===== config.mk =====
export PLATFORM = sky130hd
export DESIGN_NAME = d0dg_seq
export DESIGN_NICKNAME = d
export VERILOG_FILES = /design/src/rtl/d0dg_pkg.sv /design/src/rtl/d0dg_sync.sv /design/src/rtl/d0dg_win_timer.sv /design/src/rtl/d0dg_seq.sv
export SDC_FILE = /design/constraint.sdc
export NUM_CORES = 1
export LEC_CHECK = 0
export BUFFER_PORTS_ARGS = -buffer_cell sky130_fd_sc_hd__buf_2
export CAP_MARGIN = 30
export CORE_UTILIZATION = 64
export CTS_CLUSTER_DIAMETER = 50
export DETAILED_ROUTE_END_ITERATION = 8
export GPL_ROUTABILITY_DRIVEN = 1
export GPL_TIMING_DRIVEN = 0
export PLACE_DENSITY = 0.85
export RECOVER_POWER = 100
export SETUP_SLACK_MARGIN = 0.4
export SYNTH_ARGS = -nofsm -noshare
export SYNTH_HDL_FRONTEND = slang
export SYNTH_SLANG_ARGS = --single-unit

===== constraint.sdc =====
create_clock -name clk -period 5.3 [get_ports clk]
set_input_delay 0.265 -clock clk [delete_from_list [all_inputs] [get_ports clk]]
set_output_delay 0.265 -clock clk [all_outputs]
set_load 0.1 [all_outputs]

===== src/rtl/d0dg_pkg.sv =====
package d0dg_pkg;

    typedef enum logic [2:0] {
        ST_IDLE,
        ST_PRESENCE,
        ST_HOLDOFF,
        ST_PASSWAIT,
        ST_SELFWAIT,
        ST_POST
    } d0dg_state_e;

    // Top bit carries the drive-1 failure flag, lower bits the own code.
    function automatic logic [7:0] merge_code(input logic d1_fail, input logic [7:0] own);
        return {d1_fail, own[6:0]};
    endfunction

endpackage


===== src/rtl/d0dg_sync.sv =====
module d0dg_sync #(
    parameter int W = 2
) (
    input  logic         clk,
    input  logic         rst_n,
    input  logic [W-1:0] async_in,
    output logic [W-1:0] sync_out
);
    logic [W-1:0] stage1, stage2;

    // Lines idle high (released), so reset to ones.
    always_ff @(posedge clk or negedge rst_n) begin
        if (!rst_n) begin
            stage1 <= '1;
            stage2 <= '1;
        end else begin
            stage1 <= async_in;
            stage2 <= stage1;
        end
    end

    assign sync_out = stage2;
endmodule


===== src/rtl/d0dg_win_timer.sv =====
module d0dg_win_timer #(
    parameter int TICK_DIV = 4,
    parameter int CNT_W    = 8
) (
    input  logic             clk,
    input  logic             rst_n,
    input  logic             clear,
    output logic [CNT_W-1:0] ticks
);
    localparam int PW = (TICK_DIV > 1) ? $clog2(TICK_DIV) : 1;
    localparam logic [PW-1:0]    PLAST = PW'(TICK_DIV - 1);
    localparam logic [CNT_W-1:0] TMAX  = '1;

    logic [PW-1:0] presc;

    always_ff @(posedge clk or negedge rst_n) begin
        if (!rst_n) begin
            presc <= '0;
            ticks <= '0;
        end else if (clear) begin
            presc <= '0;
            ticks <= '0;
        end else if (presc == PLAST) begin
            presc <= '0;
            if (ticks != TMAX) ticks <= ticks + 1'b1;
        end else begin
            presc <= presc + 1'b1;
        end
    end

    // window count only steps by one tick or restarts from a clear
    a_r6_tick_step: assert property (@(posedge clk) disable iff (!rst_n)
        !$stable(ticks) |-> ($past(clear) || ticks == $past(ticks) + 1'b1));
endmodule


===== src/rtl/d0dg_seq.sv =====
module d0dg_seq
    import d0dg_pkg::*;
#(
    parameter int TICK_DIV       = 50000,
    parameter int PRES_TICKS     = 450,
    parameter int RELEASE_TICKS  = 1,
    parameter int RST_PASS_TICKS = 30000,
    parameter int CMD_PASS_TICKS = 5000
) (
    input  logic       clk,
    input  logic       rst_n,
    input  logic       restart_pls,
    input  logic       diag_cmd_pls,
    input  logic       self_done,
    input  logic [7:0] self_code,
    input  logic       dasp_n_in,
    input  logic       pdiag_n_in,
    output logic [7:0] err_code,
    output logic       busy,
    output logic       irq,
    output logic       d1_present
);
    localparam int M1     = (PRES_TICKS > RELEASE_TICKS) ? PRES_TICKS : RELEASE_TICKS;
    localparam int M2     = (RST_PASS_TICKS > CMD_PASS_TICKS) ? RST_PASS_TICKS : CMD_PASS_TICKS;
    localparam int MAXLIM = (M1 > M2) ? M1 : M2;
    localparam int CNT_W  = $clog2(MAXLIM + 2);

    localparam logic [CNT_W-1:0] LIM_PRES = CNT_W'(PRES_TICKS);
    localparam logic [CNT_W-1:0] LIM_REL  = CNT_W'(RELEASE_TICKS);
    localparam logic [CNT_W-1:0] LIM_RST  = CNT_W'(RST_PASS_TICKS);
    localparam logic [CNT_W-1:0] LIM_CMD  = CNT_W'(CMD_PASS_TICKS);

    d0dg_state_e state_q, state_d;
    logic present_d, fail_q, fail_d, fromrst_q, fromrst_d;
    logic own_done_q;
    logic [7:0] own_code_q;
    logic [1:0] lines_sync;
    logic dasp_seen, pdiag_seen;
    logic tmr_clr;
    logic [CNT_W-1:0] ticks;

    d0dg_sync #(.W(2)) u_sync (
        .clk     (clk),
        .rst_n   (rst_n),
        .async_in({pdiag_n_in, dasp_n_in}),
        .sync_out(lines_sync)
    );
    assign dasp_seen  = !lines_sync[0];
    assign pdiag_seen = !lines_sync[1];

    d0dg_win_timer #(.TICK_DIV(TICK_DIV), .CNT_W(CNT_W)) u_timer (
        .clk  (clk),
        .rst_n(rst_n),
        .clear(tmr_clr),
        .ticks(ticks)
    );

    // Next-state logic
    always_comb begin
        state_d   = state_q;
        present_d = d1_present;
        fail_d    = fail_q;
        fromrst_d = fromrst_q;
        unique case (state_q)
            ST_IDLE: begin
                if (diag_cmd_pls) begin
                    fail_d    = 1'b0;
                    fromrst_d = 1'b0;
                    state_d   = d1_present ? ST_HOLDOFF : ST_SELFWAIT;
                end
            end
            ST_PRESENCE: begin
                if (dasp_seen) begin
                    present_d = 1'b1;
                    state_d   = ST_HOLDOFF;
                end else if (ticks >= LIM_PRES) begin
                    state_d = ST_SELFWAIT;
                end
            end
            ST_HOLDOFF: begin
                if (ticks >= LIM_REL) state_d = ST_PASSWAIT;
            end
            ST_PASSWAIT: begin
                if (pdiag_seen) begin
                    state_d = ST_SELFWAIT;
                end else if (ticks >= (fromrst_q ? LIM_RST : LIM_CMD)) begin
                    fail_d  = 1'b1;
                    state_d = ST_SELFWAIT;
                end
            end
            ST_SELFWAIT: begin
                if (own_done_q) state_d = ST_POST;
            end
            ST_POST: state_d = ST_IDLE;
            default: state_d = ST_IDLE;
        endcase
        if (restart_pls) begin
            state_d   = ST_PRESENCE;
            present_d = 1'b0;
            fail_d    = 1'b0;
            fromrst_d = 1'b1;
        end
    end

    assign tmr_clr = (state_d != state_q) || restart_pls;

    // State register
    always_ff @(posedge clk or negedge rst_n) begin
        if (!rst_n) begin
            state_q    <= ST_IDLE;
            d1_present <= 1'b0;
            fail_q     <= 1'b0;
            fromrst_q  <= 1'b0;
        end else begin
            state_q    <= state_d;
            d1_present <= present_d;
            fail_q     <= fail_d;
            fromrst_q  <= fromrst_d;
        end
    end

    // Own self-test result latch and posted code
    always_ff @(posedge clk or negedge rst_n) begin
        if (!rst_n) begin
            own_done_q <= 1'b0;
            own_code_q <= '0;
            err_code   <= '0;
        end else begin
            if (restart_pls || (state_q == ST_IDLE && diag_cmd_pls)) begin
                own_done_q <= 1'b0;
            end else if (self_done && busy) begin
                own_done_q <= 1'b1;
                own_code_q <= self_code;
            end
            if (state_q == ST_SELFWAIT && own_done_q && !restart_pls)
                err_code <= merge_code(fail_q, own_code_q);
        end
    end

    // Outputs
    always_comb begin
        busy = !(state_q inside {ST_IDLE, ST_POST});
        irq  = (state_q == ST_POST);
    end

    // a reset request always leaves the block busy
    a_r2_restart_busy: assert property (@(posedge clk) disable iff (!rst_n)
        restart_pls |=> busy);
    // an absent drive 1 never flags a failure
    a_r4_absent_no_fail: assert property (@(posedge clk) disable iff (!rst_n)
        (irq && !d1_present) |-> !err_code[7]);
    // interrupt lasts one cycle and is followed by idle
    a_r9_irq_single: assert property (@(posedge clk) disable iff (!rst_n)
        irq |=> (!irq && !busy));
    // the posted code only moves together with the interrupt
    a_r9_code_with_irq: assert property (@(posedge clk) disable iff (!rst_n)
        !$stable(err_code) |-> irq);
    // presence only changes inside a sequence or on a reset request
    a_r3_present_change: assert property (@(posedge clk) disable iff (!rst_n)
        !$stable(d1_present) |-> ($past(busy) || $past(restart_pls)));
endmodule


# Word-level counts from Yosys, hierarchy flattened
# Index checks and enable logic that the tools add are counted.
# Widths: inputs -> output; s select.
[totals]
regBits = 57
latch_bits = 0
ramBits = 0
romBits = 0
in_bits = 15
out_inout_bits = 11
word_cells = 79
n_memories = 0
[classes]
n_addsub = 2
mul = 0
div = 0
n_lt_le_gt_ge = 3
eq_ne = 12
shift = 0
mux = 28
bitwise_logic = 1
reduce_logical = 22
[op_table]
columns = ["operator", "count"]
rows = [
  ["$mux 15", 4],
  ["$mux 16", 2],
  ["$mux 3", 9],
  ["$add 16x1->16 const B", 1],
  ["$eq 16x16->1 const B", 1],
  ["$add 15x1->15 const B", 1],
  ["$ge 15x1->1 const B", 1],
  ["$ge 15x15->1", 1],
  ["$ge 15x9->1 const B", 1],
  ["$ne 15x15->1 const B", 1],
  ["$pmux 3 s5", 1],
  ["$reduce_bool 2->1", 7],
  ["$mux 1", 11],
  ["$reduce_and 2->1", 4],
  ["$eq 3x2->1 const B", 2],
  ["$eq 3x3->1 const B", 2],
  ["$ne 3x3->1 const B", 2],
  ["$logic_and 1x1->1", 4],
  ["$reduce_and 4->1", 1],
  ["$eq 3x1->1 const B", 1],
  ["$logic_not 3->1", 1],
  ["$ne 3x2->1 const B", 1],
  ["$ne 3x3->1", 1],
  ["$reduce_bool 3->1", 1],
  ["other kinds (5)", 7],
]

# Longest topological paths before layout
[depth]
ltp_word = 10
mapped_depth = 9
depth_no_buf = 8

# Cells and area by module
# From an unflattened synthesis, not the netlist that was laid out.
[unflattened]
hier_cells = 309
area_unflattened_um2 = 3165.5
[modules_own_cells]
columns = ["module", "n_inst", "cells_each", "area_each_um2"]
rows = [
  ["d0dg_win_timer", 1, 182, 1732.9],
  ["d0dg_seq", 1, 123, 1327.5],
  ["d0dg_sync", 1, 4, 105.1],
]

# Worst setup path before layout
# No wires, ideal clock.
[synth_path]
path_kind = "register to output"
start = "register state_q[1]"
end = "output port irq"
t_arrival_ns = 2.777
slack_ns = 2.258
stages_incl_launch_ff = 3
cell_sequence = "dfrtp_1 > buf_2 > nor3b_1"
[synth_via]
elab_chain_len = 1
[synth_lines]
columns = ["item", "line_no", "rtl"]
rows = [
  ["from (decl)", "d0dg_seq.sv:33", "d0dg_state_e state_q, state_d;"],
  ["from (signal assigned)", "d0dg_seq.sv:115", "state_q <= state_d;"],
  ["$eq 3x3->1", "d0dg_seq.sv:143", "irq = (state_q == ST_POST);"],
  ["to (decl)", "d0dg_seq.sv:20", "output logic irq,"],
]
# No other way between the ends.

# Worst setup path in the final report
[layout_path]
start = "register fromrst_q"
end = "register u_timer.presc[3]"
[layout_via]
elab_chain_len = 9
[layout_lines]
columns = ["item", "line_no", "rtl"]
rows = [
  ["from (decl)", "d0dg_seq.sv:34", "logic present_d, fail_q, fail_d, fromrst_q, fromrst_d;"],
  ["from (signal assigned)", "d0dg_seq.sv:118", "fromrst_q <= fromrst_d;"],
  ["$mux 15", "d0dg_seq.sv:86", "end else if (ticks >= (fromrst_q ? LIM_RST : LIM_CMD)) begin"],
  ["$ge 15x15->1", "d0dg_seq.sv:86", ""],
  ["$mux 3", "d0dg_seq.sv:86", ""],
  ["$mux 3", "d0dg_seq.sv:84", "if (pdiag_seen) begin"],
  ["$pmux 3 s5", "d0dg_seq.sv:64", "unique case (state_q)"],
  ["$mux 3", "d0dg_seq.sv:97", "if (restart_pls) begin"],
  ["$ne 3x3->1", "d0dg_seq.sv:105", "assign tmr_clr = (state_d != state_q) || restart_pls;"],
  ["$logic_or 1x1->1", "d0dg_seq.sv:105", ""],
  ["$mux 16", "d0dg_win_timer.sv:20", "end else if (clear) begin"],
  ["to (signal assigned)", "d0dg_win_timer.sv:27", "presc <= presc + 1'b1;"],
  ["to (decl)", "d0dg_win_timer.sv:14", "logic [PW-1:0] presc;"],
]
# No other way between the ends.
# A chain may end at the register's enable or synchronous reset.

==> out/metrics.yaml <==
clock_network:
  cts_num_sinks: 57
  clock_tree.htree_level_count: 3
  cts_tree: "done"
  cts_made_buffers: 9
  root_buf_cell: "clkbuf_8"
  path_clk_slew_ps: 70
  ctsResizeCount: 0
  later_pin_clock_latency_in_the_skew_report_ps: 340
  max-clock-path-buffers: 2
status:
  status: "complete, but fails checks"
  violations: "max-capacitance violations, max-slew violations"
placement:
  dp_hpwl_microns: 4111
  port_buffers: 24
  place_congestion: 0.8743
  postPlaceCellArea_sq_mm: 0.003239
yosys:
  syn_nets: 310
  sequential_share_of_the_synthesized_area: 0.4718
  post_synthesis_average_cell_area_sq_um: 10.72
  yosys_most_used_dff: "dfrtp_1"
  ys_seq_elements: 57
  yosysUniqueCellTypes: 50
  synthesis.yosys.warnings: 0
  asyncSetResetFlopFracSynth: 1.000
  synth-edff-count: 0
  synth_cells: 283
  total_standard_cell_area_after_synthesis_sq_mm: 0.003034
timing:
  hold_violations: 0
  tns_ps: 0
  min_period_ps: 3330
  timing.max_slew.rel_slack: -0.3849
  hold-worst-slack_ps: 31.34
  worst_clock_skew_ps: 5.793
  slew_violations: 42
  setup_viol_count_final: 0
  worst-slew-pin-transition_ps: 2077
  finalCritPeriodShare: 0.6282
  maxClockFrequency_ghz: 0.3003
  setup_repair_after_global_routing_missed_its_margin: "no"
setup_path:
  worstSetupEndpointType: "register"
  critPathKind: "reg2reg"
  worstSetupStartpointType: "register"
  critical_path_peak_fanout: 10
  r2r_cells: 9
  crit_required_ps: 5500
  timing.critical_path.arrival_ps: 3530
power:
  clock_power_share: 0.399
  powerDensity_mw_per_mm2: 341.7
  p_switching_uw: 361.8
  p_leak_nw: 1.412
  seqPwrFrac: 0.426
  irDropWorstVdd_mv: 0.3463
  totalPowerFinal_mw: 1.155
  pwr-share-comb: 0.174
  power.internal_uw: 793.0
  power_switching_share: 0.3133
global_routing:
  largest_net_degree_at_the_start_of_global_routing: 42
  grt_pass1_vias: 2224
  antenna_found_initial: 0
  globalRouteOverflowTotal: 0
  grt_pass1_wl_microns: 10240
  grt_util_all_layers: 0.2672
final_layout:
  antenna_cells_inserted: 0
  final_net_count: 347
  finalInstanceArea_sq_mm: 0.003379
  fillers: 312
  mostFrequentLayoutCells: "dfrtp_1, nor2_1, clkbuf_1"
  layout-area-overhead-vs-synth_pct: 11.38
  most_common_cell_after_layout_fill_and_taps_aside: "dfrtp_1"
  post_route_cells_drive_above_1_share: 0.1908
floorplanning:
  boundaryPins: 26
  die_height_microns: 70.86
  effective_utilization_at_floorplan: 0.6827
  die_width_microns: 70.86
  floorplan.core_area_sq_mm: 0.004444
  fp-row-count: 24
  die_area_sq_mm: 0.005020
route:
  wl_per_cell_microns: 16.00
  drc: 0
  detailroute.via_count: 2280
  viasPerCell: 6.048
  ant_nets: 0
  drt_first_iter_violations: 142
  drt_first_pass_iters: 6
  wirelength_microns: 6033
hold_path:
  min-delay-path-class: "in2reg"
  timing.hold.worst_path_depth: 1
job:
  max_cap_violations: 1
[critical path, cell delays in order (launching register included)]
cell,delay (ps)
dfrtp_1,420
inv_1,160
ha_1,330
nand2_1,50
nand4b_1,190
a311oi_1,300
nor2_1,140
o311ai_0,900
clkbuf_1,560
nor3_1,140
[final cells by class]
type,count,area [sq um],share of cell area
Multi-Input combinational cell,210,1471,0.4354
Sequential cell,57,1431,0.4235
Clock buffer,9,123.9,0.03665
Timing Repair Buffer,26,118.9,0.03517
Clock inverter,7,103.9,0.03073
Tap cell,52,65.06,0.01925
Inverter,9,33.78,0.009996
Buffer,7,31.28,0.009256
[logic make-up (layout without fill, tap and decap cells)]
kind of cell,Yosys count,in the layout,share of synthesized area
AO/OA/AOI/OAI,33,33,0.08330
XOR/XNOR,26,26,0.07505
adder cells (fa/ha/maj),12,12,0.04948
buffers and inverters,16,58,0.02927
flip-flops,57,57,0.4718
multiplexers,16,16,0.05897
AND/OR/NAND/NOR,123,123,0.2322
[sequential cells by signal (all words and copies together), names as in the netlist]
register,cells
fromrst_q,1
d1_present,1
u_sync.sync_out,2
fail_q,1
u_timer.presc,16
state_q,3
u_sync.stage1,2
err_code,8
own_done_q,1
u_timer.ticks,15
own_code_q,7
[metrics by stage]
| stage | setup WS (ps) | utilization | cells |
|---|---|---|---|
| floorplan | 2258 | - | 283 |
| global placement | 2895 | 0.7244 | 359 |
| detailed placement | 2848 | 0.7289 | 360 |
| CTS | 2790 | 0.7824 | 377 |
| global route | 1658 | 0.7604 | 377 |
| finish | 1970 | 0.7604 | 377 |
[routing by layer]
| metal | track usage | part of all wire | vias to the layer above |
|---|---|---|---|
| li1 | - | - | 1085 |
| met4 | 0.1044 | 0.014 | 0 |
| met3 | 0.06268 | 0.044 | 11 |
| met1 | 0.3410 | 0.44 | 1122 |
| met2 | 0.4444 | 0.50 | 62 |
| met5 | 0 | 0 | - |
[path summary, 6_finish.rpt]
| kind | startpoint | endpoint | slack [ps] |
|---|---|---|---|
| setup / recovery | fromrst_q | u_timer.presc[3] | 1970 |
| hold / removal | dasp_n_in | u_sync.stage1[0] | 30 |
| setup reg to reg | fromrst_q | u_timer.presc[3] | 1970 |
| hold reg to reg | u_sync.stage1[0] | u_sync.sync_out[0] | 360 |
| max in group asynchronous | rst_n | u_timer.presc[0] | 2290 |
| min in group asynchronous | rst_n | d1_present | 570 |
[synth_stat cells, types with 2 or more instances]
cell type / count / share of area
a21o_1: 2 / 0.0049
a21oi_1: 5 / 0.0082
a311oi_1: 3 / 0.0087
a31o_2: 2 / 0.0058
a31oi_1: 4 / 0.0082
a41oi_1: 3 / 0.0087
and3_1: 5 / 0.010
and4_1: 2 / 0.0058
and4bb_2: 2 / 0.0082
buf_6: 3 / 0.011
dfrtp_1: 53 / 0.44
dfstp_2: 4 / 0.035
ha_1: 12 / 0.049
inv_1: 9 / 0.011
mux2_2: 15 / 0.056
nand2_1: 12 / 0.015
nand2b_1: 3 / 0.0062
nand3_1: 11 / 0.018
nand4_1: 8 / 0.016
nand4b_1: 2 / 0.0058
nor2_1: 45 / 0.056
nor2b_1: 3 / 0.0062
nor3_1: 4 / 0.0066
nor3_2: 7 / 0.023
nor3b_1: 3 / 0.0074
nor3b_2: 2 / 0.0082
nor4_1: 3 / 0.0062
o21ai_0: 7 / 0.012
or3_1: 4 / 0.0082
xnor2_1: 15 / 0.043
xor2_1: 11 / 0.032
[power groups by stage]
| stage | Combinational, mW | Sequential (mW) | Clock [mW] |
|---|---|---|---|
| after CTS | 0.218 | 0.492 | 0.470 |
| after global placement | 0.209 | 0.496 | 0 |
| final | 0.201 | 0.492 | 0.461 |
| after floorplan | 0.102 | 0.561 | 0 |
| after global routing | 0.216 | 0.496 | 0.486 |
| after detailed placement | 0.216 | 0.500 | 0 |
[timing repair]
item,4_1_cts,5_1_grt
buffers inserted,0,0
endpoints found under the setup margin,0,0
hold buffers,1,0
endpoints found under the hold margin,16,0
(Power assumes the default switching activity.)
